==> src/rtl/dmac_pkg.sv <==
package dmac_pkg;

    localparam int IDX_W = 3;
    localparam int NREGS = 1 << IDX_W;

    // register indices: fixed by the programming model
    localparam logic [IDX_W-1:0] IDX_CMD  = 3'd0;
    localparam logic [IDX_W-1:0] IDX_SCNT = 3'd1;
    localparam logic [IDX_W-1:0] IDX_SADR = 3'd2;
    localparam logic [IDX_W-1:0] IDX_WCNT = 3'd3;
    localparam logic [IDX_W-1:0] IDX_WADR = 3'd4;
    localparam logic [IDX_W-1:0] IDX_STAT = 3'd5;
    localparam logic [IDX_W-1:0] IDX_SDSC = 3'd6;
    localparam logic [IDX_W-1:0] IDX_WDSC = 3'd7;

    // command field positions
    localparam int CMD_DIR_BIT    = 7;
    localparam int CMD_DONE_IE    = 6;

    typedef enum logic [1:0] {
        OP_IDLE  = 2'd0,
        OP_BLAST = 2'd1,
        OP_ABORT = 2'd2,
        OP_START = 2'd3
    } dmac_op_e;

    // status byte, msb first: bit5 .. bit0
    typedef struct packed {
        logic blast;
        logic sint;
        logic done;
        logic abort;
        logic err;
        logic pwdn;
    } dmac_stat_t;

    localparam int STAT_W = $bits(dmac_stat_t);
    localparam logic [STAT_W-1:0] STAT_CLR_MASK = 6'b00_1110;
    localparam logic [STAT_W-1:0] STAT_SINT     = 6'b01_0000;

    function automatic dmac_op_e decode_op(input logic [1:0] f);
        return dmac_op_e'(f);
    endfunction

endpackage

==> src/rtl/dmac_cmd_ctrl.sv <==
module dmac_cmd_ctrl
    import dmac_pkg::*;
(
    input  logic     clk,
    input  logic     rst,
    input  logic     cmd_wr,
    input  dmac_op_e op,
    output logic     start,
    output logic     dma_enable,
    output logic     cancel_req
);

    assign start = cmd_wr && (op == OP_START);

    always_ff @(posedge clk) begin
        if (rst) begin
            dma_enable <= 1'b0;
            cancel_req <= 1'b0;
        end else begin
            cancel_req <= cmd_wr && (op == OP_ABORT);
            if (cmd_wr) begin
                case (op)
                    OP_IDLE:  dma_enable <= 1'b0;
                    OP_START: dma_enable <= 1'b1;
                    default:  ;
                endcase
            end
        end
    end


    abort_pulse_chk: assert property (@(posedge clk) disable iff (rst)
        cancel_req |=> !cancel_req || $past(cmd_wr && op == OP_ABORT));


    idle_drop_chk: assert property (@(posedge clk) disable iff (rst)
        (cmd_wr && op == OP_IDLE) |=> !dma_enable);


    blast_keep_chk: assert property (@(posedge clk) disable iff (rst)
        (cmd_wr && op == OP_BLAST) |=> $stable(dma_enable));

endmodule

==> src/rtl/dmac_xfer_step.sv <==
module dmac_xfer_step #(
    parameter int DATA_W = 32
) (
    input  logic              req,
    input  logic              to_mem,
    input  logic              cmd_dir,
    input  logic [DATA_W-1:0] len,
    input  logic [DATA_W-1:0] wcnt,
    output logic              accept,
    output logic [DATA_W-1:0] grant,
    output logic [DATA_W-1:0] next_wcnt,
    output logic              reaches_zero
);

    logic [DATA_W-1:0] clipped;

    always_comb begin
        accept       = req && (to_mem == cmd_dir);
        clipped      = (len < wcnt) ? len : wcnt;
        grant        = accept ? clipped : '0;
        next_wcnt    = wcnt - grant;
        reaches_zero = (next_wcnt == '0);
    end

endmodule

==> src/rtl/dmac_status_bits.sv <==
module dmac_status_bits
    import dmac_pkg::*;
(
    input  logic              clk,
    input  logic              rst,
    input  logic              start_clr,
    input  logic              rd_clr,
    input  logic              w1c_en,
    input  logic [STAT_W-1:0] w1c_bits,
    input  logic              set_done,
    output dmac_stat_t        stat
);

    logic [STAT_W-1:0] nxt;

    always_comb begin
        nxt = stat;
        if (start_clr) nxt = '0;
        if (rd_clr)    nxt = nxt & ~STAT_CLR_MASK;
        if (w1c_en)    nxt = nxt & ~(w1c_bits & STAT_CLR_MASK);
        if (set_done)  nxt[3] = 1'b1;
    end

    always_ff @(posedge clk) begin
        if (rst) stat <= '0;
        else     stat <= dmac_stat_t'(nxt);
    end


    done_sets_chk: assert property (@(posedge clk) disable iff (rst)
        set_done |=> stat.done);


    start_clears_chk: assert property (@(posedge clk) disable iff (rst)
        (start_clr && !set_done) |=> (stat == '0));


    read_clear_chk: assert property (@(posedge clk) disable iff (rst)
        (rd_clr && !set_done) |=> (!stat.done && !stat.abort && !stat.err));

endmodule

==> src/rtl/scsi_dma_regs.sv <==
module scsi_dma_regs
    import dmac_pkg::*;
#(
    parameter int                DATA_W     = 32,
    parameter logic [DATA_W-1:0] WADR_INIT  = '1,
    parameter logic [DATA_W-1:0] WDSC_INIT  = 32'hFFFF_FFFD
) (
    input  logic              clk,
    input  logic              rst,
    input  logic              wr_en,
    input  logic [IDX_W-1:0]  wr_idx,
    input  logic [DATA_W-1:0] wr_data,
    input  logic              rd_en,
    input  logic [IDX_W-1:0]  rd_idx,
    output logic [DATA_W-1:0] rd_data,
    input  logic              stat_wr1c_mode,
    input  logic              core_irq,
    input  logic              core_cmd_done,
    input  logic              xfer_req,
    input  logic              xfer_to_mem,
    input  logic [DATA_W-1:0] xfer_len,
    output logic [DATA_W-1:0] xfer_grant,
    output logic              dma_enable,
    output logic              cancel_req,
    output logic              done_irq
);

    logic [DATA_W-1:0] cmd_q, scnt_q, sadr_q, sdsc_q;
    logic [DATA_W-1:0] wcnt_q, wadr_q, wdsc_q;
    dmac_stat_t        stat_q;

    logic              cmd_wr, stat_wr, start, rd_clr, w1c_en;
    logic              x_accept, x_zero, set_done;
    logic [DATA_W-1:0] x_next;
    logic [STAT_W-1:0] stat_view;

    assign cmd_wr  = wr_en && (wr_idx == IDX_CMD);
    assign stat_wr = wr_en && (wr_idx == IDX_STAT);
    assign rd_clr  = rd_en && (rd_idx == IDX_STAT) && !stat_wr1c_mode;
    assign w1c_en  = stat_wr && stat_wr1c_mode;

    dmac_cmd_ctrl u_cmd (
        .clk        (clk),
        .rst        (rst),
        .cmd_wr     (cmd_wr),
        .op         (decode_op(wr_data[1:0])),
        .start      (start),
        .dma_enable (dma_enable),
        .cancel_req (cancel_req)
    );

    dmac_xfer_step #(.DATA_W(DATA_W)) u_step (
        .req          (xfer_req),
        .to_mem       (xfer_to_mem),
        .cmd_dir      (cmd_q[CMD_DIR_BIT]),
        .len          (xfer_len),
        .wcnt         (wcnt_q),
        .accept       (x_accept),
        .grant        (xfer_grant),
        .next_wcnt    (x_next),
        .reaches_zero (x_zero)
    );

    assign set_done = core_cmd_done || (x_accept && x_zero);

    dmac_status_bits u_stat (
        .clk       (clk),
        .rst       (rst),
        .start_clr (start),
        .rd_clr    (rd_clr),
        .w1c_en    (w1c_en),
        .w1c_bits  (wr_data[STAT_W-1:0]),
        .set_done  (set_done),
        .stat      (stat_q)
    );

    // programmable registers
    always_ff @(posedge clk) begin
        if (rst) begin
            cmd_q  <= '0;
            scnt_q <= '0;
            sadr_q <= '0;
            sdsc_q <= '0;
        end else if (wr_en) begin
            case (wr_idx)
                IDX_CMD:  cmd_q  <= wr_data;
                IDX_SCNT: scnt_q <= wr_data;
                IDX_SADR: sadr_q <= wr_data;
                IDX_SDSC: sdsc_q <= wr_data;
                default:  ;
            endcase
        end
    end

    // working registers
    always_ff @(posedge clk) begin
        if (rst) begin
            wcnt_q <= '0;
            wadr_q <= WADR_INIT;
            wdsc_q <= WDSC_INIT;
        end else begin
            if (start)              wcnt_q <= scnt_q;
            else if (core_cmd_done) wcnt_q <= '0;
            else if (x_accept)      wcnt_q <= x_next;

            if (start)         wadr_q <= sadr_q;
            else if (x_accept) wadr_q <= wadr_q + xfer_grant;

            if (start) wdsc_q <= sdsc_q;
        end
    end

    assign stat_view = stat_q | (core_irq ? STAT_SINT : '0);

    always_comb begin
        case (rd_idx)
            IDX_CMD:  rd_data = cmd_q;
            IDX_SCNT: rd_data = scnt_q;
            IDX_SADR: rd_data = sadr_q;
            IDX_WCNT: rd_data = wcnt_q;
            IDX_WADR: rd_data = wadr_q;
            IDX_STAT: rd_data = DATA_W'(stat_view);
            IDX_SDSC: rd_data = sdsc_q;
            default:  rd_data = wdsc_q;
        endcase
    end

    assign done_irq = cmd_q[CMD_DONE_IE] && stat_q.done;


    start_load_chk: assert property (@(posedge clk) disable iff (rst)
        start |=> (wcnt_q == $past(scnt_q)) && (wadr_q == $past(sadr_q))
                  && (wdsc_q == $past(sdsc_q)) && dma_enable);


    step_advance_chk: assert property (@(posedge clk) disable iff (rst)
        (x_accept && !wr_en && !core_cmd_done) |=>
            (wcnt_q == $past(wcnt_q) - $past(xfer_grant))
            && (wadr_q == $past(wadr_q) + $past(xfer_grant)));


    grant_bound_chk: assert property (@(posedge clk) disable iff (rst)
        (xfer_grant <= wcnt_q) && (xfer_grant <= xfer_len));


    wrong_dir_chk: assert property (@(posedge clk) disable iff (rst)
        (xfer_req && xfer_to_mem != cmd_q[CMD_DIR_BIT] && !wr_en && !core_cmd_done)
            |=> $stable(wcnt_q) && $stable(wadr_q));


    core_done_chk: assert property (@(posedge clk) disable iff (rst)
        (core_cmd_done && !start) |=> (wcnt_q == '0) && stat_q.done);


    wr_ignored_chk: assert property (@(posedge clk) disable iff (rst)
        (stat_wr && !stat_wr1c_mode && !rd_en && !xfer_req && !core_cmd_done)
            |=> $stable(stat_q));


    irq_merge_chk: assert property (@(posedge clk) disable iff (rst)
        (core_irq && rd_idx == IDX_STAT) |-> rd_data[4]);

endmodule

==> config.mk <==
export PLATFORM = sky130hd
export DESIGN_NAME = scsi_dma_regs
export DESIGN_NICKNAME = d
export VERILOG_FILES = /design/src/rtl/dmac_pkg.sv /design/src/rtl/dmac_cmd_ctrl.sv /design/src/rtl/dmac_xfer_step.sv /design/src/rtl/dmac_status_bits.sv /design/src/rtl/scsi_dma_regs.sv
export SDC_FILE = /design/constraint.sdc
export NUM_CORES = 1
export LEC_CHECK = 0
export BUFFER_PORTS_ARGS = -buffer_cell sky130_fd_sc_hd__buf_2
export CAP_MARGIN = 5
export CORE_MARGIN = 3
export CORE_UTILIZATION = 61
export DETAILED_ROUTE_END_ITERATION = 12
export PLACE_DENSITY_LB_ADDON = 0.3
export SYNTH_ARGS = -nofsm -noshare
export SYNTH_HDL_FRONTEND = slang
export SYNTH_SLANG_ARGS = --single-unit
==> constraint.sdc <==
create_clock -name clk -period 6.9 [get_ports clk]
set_input_delay 0.69 -clock clk [delete_from_list [all_inputs] [get_ports clk]]
set_output_delay 0.69 -clock clk [all_outputs]
set_load 0.01 [all_outputs]
* Word level (Yosys, flattened, before mapping)
Index checks and enable logic that the tools add are counted.
Widths: inputs -> output; s select.
** Word-level totals
- Register bits :: 232
- Logic and storage cells :: 72
** Cells by class
- Add/subtract/negate cells :: 2
- Magnitude comparators :: 1
- Eq/ne operators :: 13
- Muxes and demuxes :: 14
- Bitwise operators :: 3
- Reductions and logical operators :: 24
** Operators by type and width (count)
- $mux 32 :: 7
- $pmux 32 s7 :: 1
- $add 32x32->32 :: 1
- $logic_not 32->1 :: 1
- $lt 32x32->1 :: 1
- $sub 32x32->32 :: 1
- $eq 3x3->1 const B :: 5
- $mux 6 :: 2
- $logic_and 1x1->1 :: 10
- $reduce_and 2->1 :: 5
- $eq 3x2->1 const B :: 3
- $and 6x6->6 :: 1
- $eq 3x1->1 const B :: 2
- $logic_not 3->1 :: 2
- $not 4->6 :: 1
- $or 6x5->6 :: 1
- $mux 5 :: 1
- $eq 2x2->1 const B :: 2
- $mux 4 :: 1
- $reduce_bool 2->1 :: 2
- $reduce_bool 3->1 :: 1
- $logic_not 2->1 :: 1
- $pmux 1 s2 :: 1
- $eq 1x1->1 :: 1
- other kinds (3) :: 3

* Depth between registers and ports, before layout
- Depth in word-level cells :: 8
- Depth in mapped cells :: 25
- Depth with buffers taken out :: 23

* Hierarchy
Synthesis repeated with hierarchy kept, for this count alone.
** Unflattened totals
- Cell total of the unflattened synthesis :: 1957
- Area, all modules :: 15358.5 um2
** By module, submodules not included
- scsi_dma_regs :: times used 1, cells each 1468, area an instance 11944.0 um2
- dmac_xfer_step :: times used 1, cells each 463, area an instance 3171.8 um2
- dmac_status_bits :: times used 1, cells each 15, area an instance 135.1 um2
- dmac_cmd_ctrl :: times used 1, cells each 11, area an instance 107.6 um2

* Worst setup path before layout
Ideal clock, no wire load.
- Path type :: input -> register
- Start point :: input xfer_len[19]
- End point :: register u_stat.stat[3] (netlist bit)
- Library setup time :: 0.069 ns
- Arrival :: 5.965 ns
- Data required time :: 6.831 ns
- Setup slack :: 0.866 ns
- Stages :: 24
- Buffers on the path :: 2
- Cells stage by stage :: ha_1 -> and3_1 -> a221oi_1 -> o21ai_0 -> a31oi_1 -> nor4_1 -> a21o_1 -> clkbuf_1 -> buf_1 -> mux2i_1 -> nor2_1 -> ha_1 -> inv_1 -> fa_1 -> a21o_1 -> a311o_1 -> nor4bb_1 -> o31a_1 -> o21ai_0 -> mux2_2 -> or3_1 -> nor4_1 -> nand4b_1 -> o21ai_1
** Between the ends
- Word-level cells in the longest chain between the ends :: 8
** RTL lines
- from (decl) :: line scsi_dma_regs.sv:21 : input logic [DATA_W-1:0] xfer_len,
- $lt 32x32->1 :: line dmac_xfer_step.sv:19 : clipped = (len < wcnt) ? len : wcnt;
- $mux 32 :: line dmac_xfer_step.sv:19
- $mux 32 :: line dmac_xfer_step.sv:20 : grant = accept ? clipped : '0;
- named net xfer_grant[0] :: line scsi_dma_regs.sv:22 : output logic [DATA_W-1:0] xfer_grant,
- $sub 32x32->32 :: line dmac_xfer_step.sv:21 : next_wcnt = wcnt - grant;
- $logic_not 32->1 :: line dmac_xfer_step.sv:22 : reaches_zero = (next_wcnt == '0);
- $logic_and 1x1->1 :: line scsi_dma_regs.sv:64 : assign set_done = core_cmd_done || (x_accept && x_zero);
- $logic_or 1x1->1 :: line scsi_dma_regs.sv:64
- $mux 1 :: line dmac_status_bits.sv:21 : if (set_done) nxt[3] = 1'b1;
- to (signal assigned) :: line dmac_status_bits.sv:26 : else stat <= dmac_stat_t'(nxt);
- to (decl) :: line dmac_status_bits.sv:11 : output dmac_stat_t stat
The timed path passes the listed nets, and every way through them passes these cells.
A chain may end at the register's enable or synchronous reset.

* Worst setup path after layout
- Start point :: register wcnt_q[1]
- End point :: register u_stat.stat[3] (netlist bit)
** Between the ends
- Word-level cells in the longest chain between the ends :: 8
** RTL lines
- from (decl) :: line scsi_dma_regs.sv:29 : logic [DATA_W-1:0] wcnt_q, wadr_q, wdsc_q;
- from (signal assigned) :: line scsi_dma_regs.sv:102 : if (start) wcnt_q <= scnt_q;
- from (signal assigned) :: line scsi_dma_regs.sv:104 : else if (x_accept) wcnt_q <= x_next;
- $lt 32x32->1 :: line dmac_xfer_step.sv:19
- $mux 32 :: line dmac_xfer_step.sv:19
- $mux 32 :: line dmac_xfer_step.sv:20
- $sub 32x32->32 (*) :: line dmac_xfer_step.sv:21
- $logic_not 32->1 (*) :: line dmac_xfer_step.sv:22
- $logic_and 1x1->1 (*) :: line scsi_dma_regs.sv:64
- $logic_or 1x1->1 (*) :: line scsi_dma_regs.sv:64
- $mux 1 (*) :: line dmac_status_bits.sv:21
Mark *: on every way between the ends. The rest lies on a longest branch, timed or not.

==> impl_metrics.yaml <==
synthesis:
  synth_top_family_by_area: "compound AO/OA/AOI/OAI gates"
  synth_nets: 2286
  avgSynthCellArea_um2: 7.22
  ys_warn_count: 0
  synth_area_mm2: 0.0152
  seq_area_frac_synth: 0.301
  synthMuxAreaShare: 0.0542
  synth_async_sr_flop_share: 0
  synth-edff-count: 0
  synthesis.instances: 2109
  synth_compound_area_frac: 0.250
  ys_seq_elements: 229
  synth.area.top_cells: "dfxtp_1, nand2_1, ha_1, a21oi_1, nor2_1"
  synthFlopType: "dfxtp_1"
  post_synth_fa_ha_maj_area_fraction: 0.0815
  yosysTopAreaCell: "dfxtp_1"
  yosys.area_share.simple: 0.237
  yosysTopAreaCellShare: 0.301
  synthXorXnorAreaFrac: 0.0219
  synthDistinctLibCells: 66
pwr:
  combPwrFrac: 0.325
  static-leakage-power_nw: 7.31
  power_w: 0.00399
  worst_ir_drop_vdd_uv: 193
  clkPwrFrac: 0.314
  p_sw_w: 0.00139
  power_frac_seq: 0.361
  p_sw_frac: 0.349
  power.density_mw_per_mm2: 237
  p_int_w: 0.00260
placement:
  place.gp.congestion: 0.995
  post-place-cells: 2474
  port_buffers: 145
  dpl.hpwl_mm: 38.0
  detailed_place.area_mm2: 0.0161
route:
  initialDrtViolationCount: 2364
  drt_first_pass_iters: 6
  routedWlPerCell_um: 21.3
  drc: 0
  drt-total-wl_mm: 53.7
  routed_via_density: 6.44
  drtAntennaViolNets: 0
  via_count: 16200
critical_path:
  reg2reg_to: "u_stat.stat[3]$_SDFF_PP0_"
  r2r_cells: 21
  start_kind: "flip-flop"
  path_buf_inv: 2
  crit_chain: "inv_1, ha_1, a21o_1, a211oi_1, o31a_1, o41ai_1, a21o_2, buf_4, mux2i_1, nand2b_1, fa_1, a21o_1, a311o_1, nor4bb_1, o31a_1, o21ai_0, mux2_2, or3_1, nor4_1, nand4b_1, o21ai_1"
  endpoint_kind: "flip-flop"
  critical_path.top_delay_family: "compound AO/OA/AOI/OAI gates"
  critPathKind: "flip-flop to flip-flop"
  crit_fanout: 10
  worst-r2r-setup-slack_ns: 0.73
  arrival_ns: 6.62
  critPathMaxStageDelay_ns: 0.60
  required_ns: 7.35
  regToRegStartpoint: "wcnt_q[1]$_SDFFE_PP0P_"
  cp_slowest_cell: "dfxtp_1"
worst_hold_path:
  hold_depth: 3
  min-delay-start: "wr_data[5]"
  holdPathEnd: "sadr_q[5]$_SDFFE_PP0P_"
  hold_class: "input port to flip-flop"
global_routing:
  grt_pass1_wl_mm: 81.5
  globalRoute.totalOverflow: 0
  antenna_found_initial: 0
  grt_max_degree: 95
  grt.total_usage: 0.382
  grt.met3_usage: 0.0956
  use_met1: 0.569
  grtUsageMet2: 0.549
  gr-max-usage-layer: "met1"
  first_global_vias: 14700
status:
  outcome: "finished, final reports clean"
floorplan:
  placementRows: 57
  io_pins: 146
  dieArea_mm2: 0.0269
  dieWidth_um: 164
  initial_core_util: 0.623
  fp.coreArea_mm2: 0.0245
  die_h_um: 164
layout:
  multi_input_area_mm2: 0.00983
  fin_nets: 2353
  areaGrowthSynthToFinish_pct: 10.7
  final_cell_mix: "nand2_1, a21oi_1, dfxtp_1"
  n_fill_cell: 2078
  design_area_mm2: 0.0169
  drive_gt1_frac: 0.113
  layout_commonest_cell: "nand2_1"
  diodes: 0
  regArea_mm2: 0.00458
  final_cells: 2518
clocking:
  post_cts_buffers: 0
  path_clk_slew_ns: 0.06
  cts_made_buffers: 24
  cts_resized: 0
  cts_max_level: 1
  cts_root_buf: "clkbuf_16"
  clk_path_buf_depth: 3
  cts_tree: "done"
  clock_sinks: 229
  clk_latency_ns: 0.52
  holdBufCountCts: 0
sta:
  final.setup.tns_ns: 0
  post-route-period-util: 0.894
  slew_violations: 0
  period_needed_ns: 6.17
  worstMarginPinSlew_ns: 1.01
  rsz0062_at_grt: "false"
  hold_viol_final: 0
  hold_ws_ns: 0.442
  finalSetupViolations: 0
  slew_headroom: 0.324
  clock_skew_ns: 0.0142
  fmax_ghz: 0.162
flow_run:
  max_cap_violations: 0
-- per-layer routing --
| metal | share of wire | routed length (um) |
|---|---|---|
| met1 | 0.43 | 22800 |
| met5 | 0 | 0 |
| met2 | 0.41 | 21900 |
| met4 | 0.024 | 1310 |
| met3 | 0.14 | 7690 |
-- how the worst max path moves through the flow --
stage	start	end	cells past startpoint
3_5_place_dp	xfer_len[19]	u_stat.stat[3]$_SDFF_PP0_	22
2_1_floorplan	xfer_len[19]	u_stat.stat[3]$_SDFF_PP0_	24
3_3_place_gp	xfer_len[6]	u_stat.stat[3]$_SDFF_PP0_	20
5_1_grt	wcnt_q[1]$_SDFFE_PP0P_	u_stat.stat[3]$_SDFF_PP0_	21
4_1_cts	wcnt_q[1]$_SDFFE_PP0P_	u_stat.stat[3]$_SDFF_PP0_	21
6_report	wcnt_q[1]$_SDFFE_PP0P_	u_stat.stat[3]$_SDFF_PP0_	21
-- power groups by stage --
stage	clock network (W)	logic (W)	registers, W
after floorplan	0	0.000919	0.00143
after global placement	0	0.00124	0.00146
after detailed placement	0	0.00125	0.00146
after CTS	0.00125	0.00126	0.00143
after global routing	0.00130	0.00141	0.00144
final	0.00126	0.00130	0.00144
-- area by class of cell --
cell class	count	share of cell area
Clock inverter	7	0.00245
Sequential cell	229	0.272
Multi-Input combinational cell	1658	0.583
Inverter	89	0.0198
Clock buffer	37	0.0422
Timing Repair Buffer	174	0.0561
Tap cell	324	0.0241
-- registers in the layout (all words and copies together) (netlist names) --
name / flops
cmd_q: 32
sadr_q: 32
scnt_q: 32
sdsc_q: 32
u_cmd.cancel_req: 1
u_cmd.dma_enable: 1
u_stat.stat: 3
wadr_q: 32
wcnt_q: 32
wdsc_q: 32
-- synthesized netlist by cell type, types with 17 or more instances --
| master | count |
|---|---|
| a221oi_1 | 22 |
| o21a_1 | 22 |
| o211ai_1 | 24 |
| a22oi_1 | 37 |
| nand3_1 | 59 |
| a21oi_1 | 235 |
| xnor2_1 | 21 |
| nor3_1 | 34 |
| ha_1 | 96 |
| nand2_1 | 476 |
| xor2_1 | 17 |
| o21ai_0 | 110 |
| nand2b_1 | 38 |
| clkbuf_1 | 117 |
| nor2b_1 | 20 |
| mux2i_1 | 51 |
| a211oi_1 | 18 |
| a31oi_1 | 26 |
| dfxtp_1 | 229 |
| nor2_1 | 147 |
| inv_1 | 89 |
| a21o_1 | 26 |
-- worst reg2reg max path, delay by kind of cell, from the launching register on --
| kind | cells | cell delay [ns] |
|---|---|---|
| simple gates | 5 | 1.27 |
| mux | 2 | 0.49 |
| buf+inv | 2 | 0.36 |
| compound gates | 10 | 2.54 |
| flops | 1 | 0.60 |
| fa+ha+maj | 2 | 0.83 |
-- logic make-up (layout without fill, tap and decap cells) --
family / count (synthesis) / count (layout)
simple gates: 838 / 838
compound gates: 612 / 612
flops: 229 / 229
buf+inv: 222 / 307
fa+ha+maj: 98 / 98
mux: 72 / 72
xor+xnor: 38 / 38
-- stage by stage --
stage          setup slack, ns   util
4_1_cts                  0.838  0.689
6_report                 0.730  0.689
5_1_grt                  0.521  0.689
2_1_floorplan            0.866      -
3_5_place_dp             0.674  0.658
3_3_place_gp             0.822  0.658
Note: power is estimated with default switching activity, not from simulation.
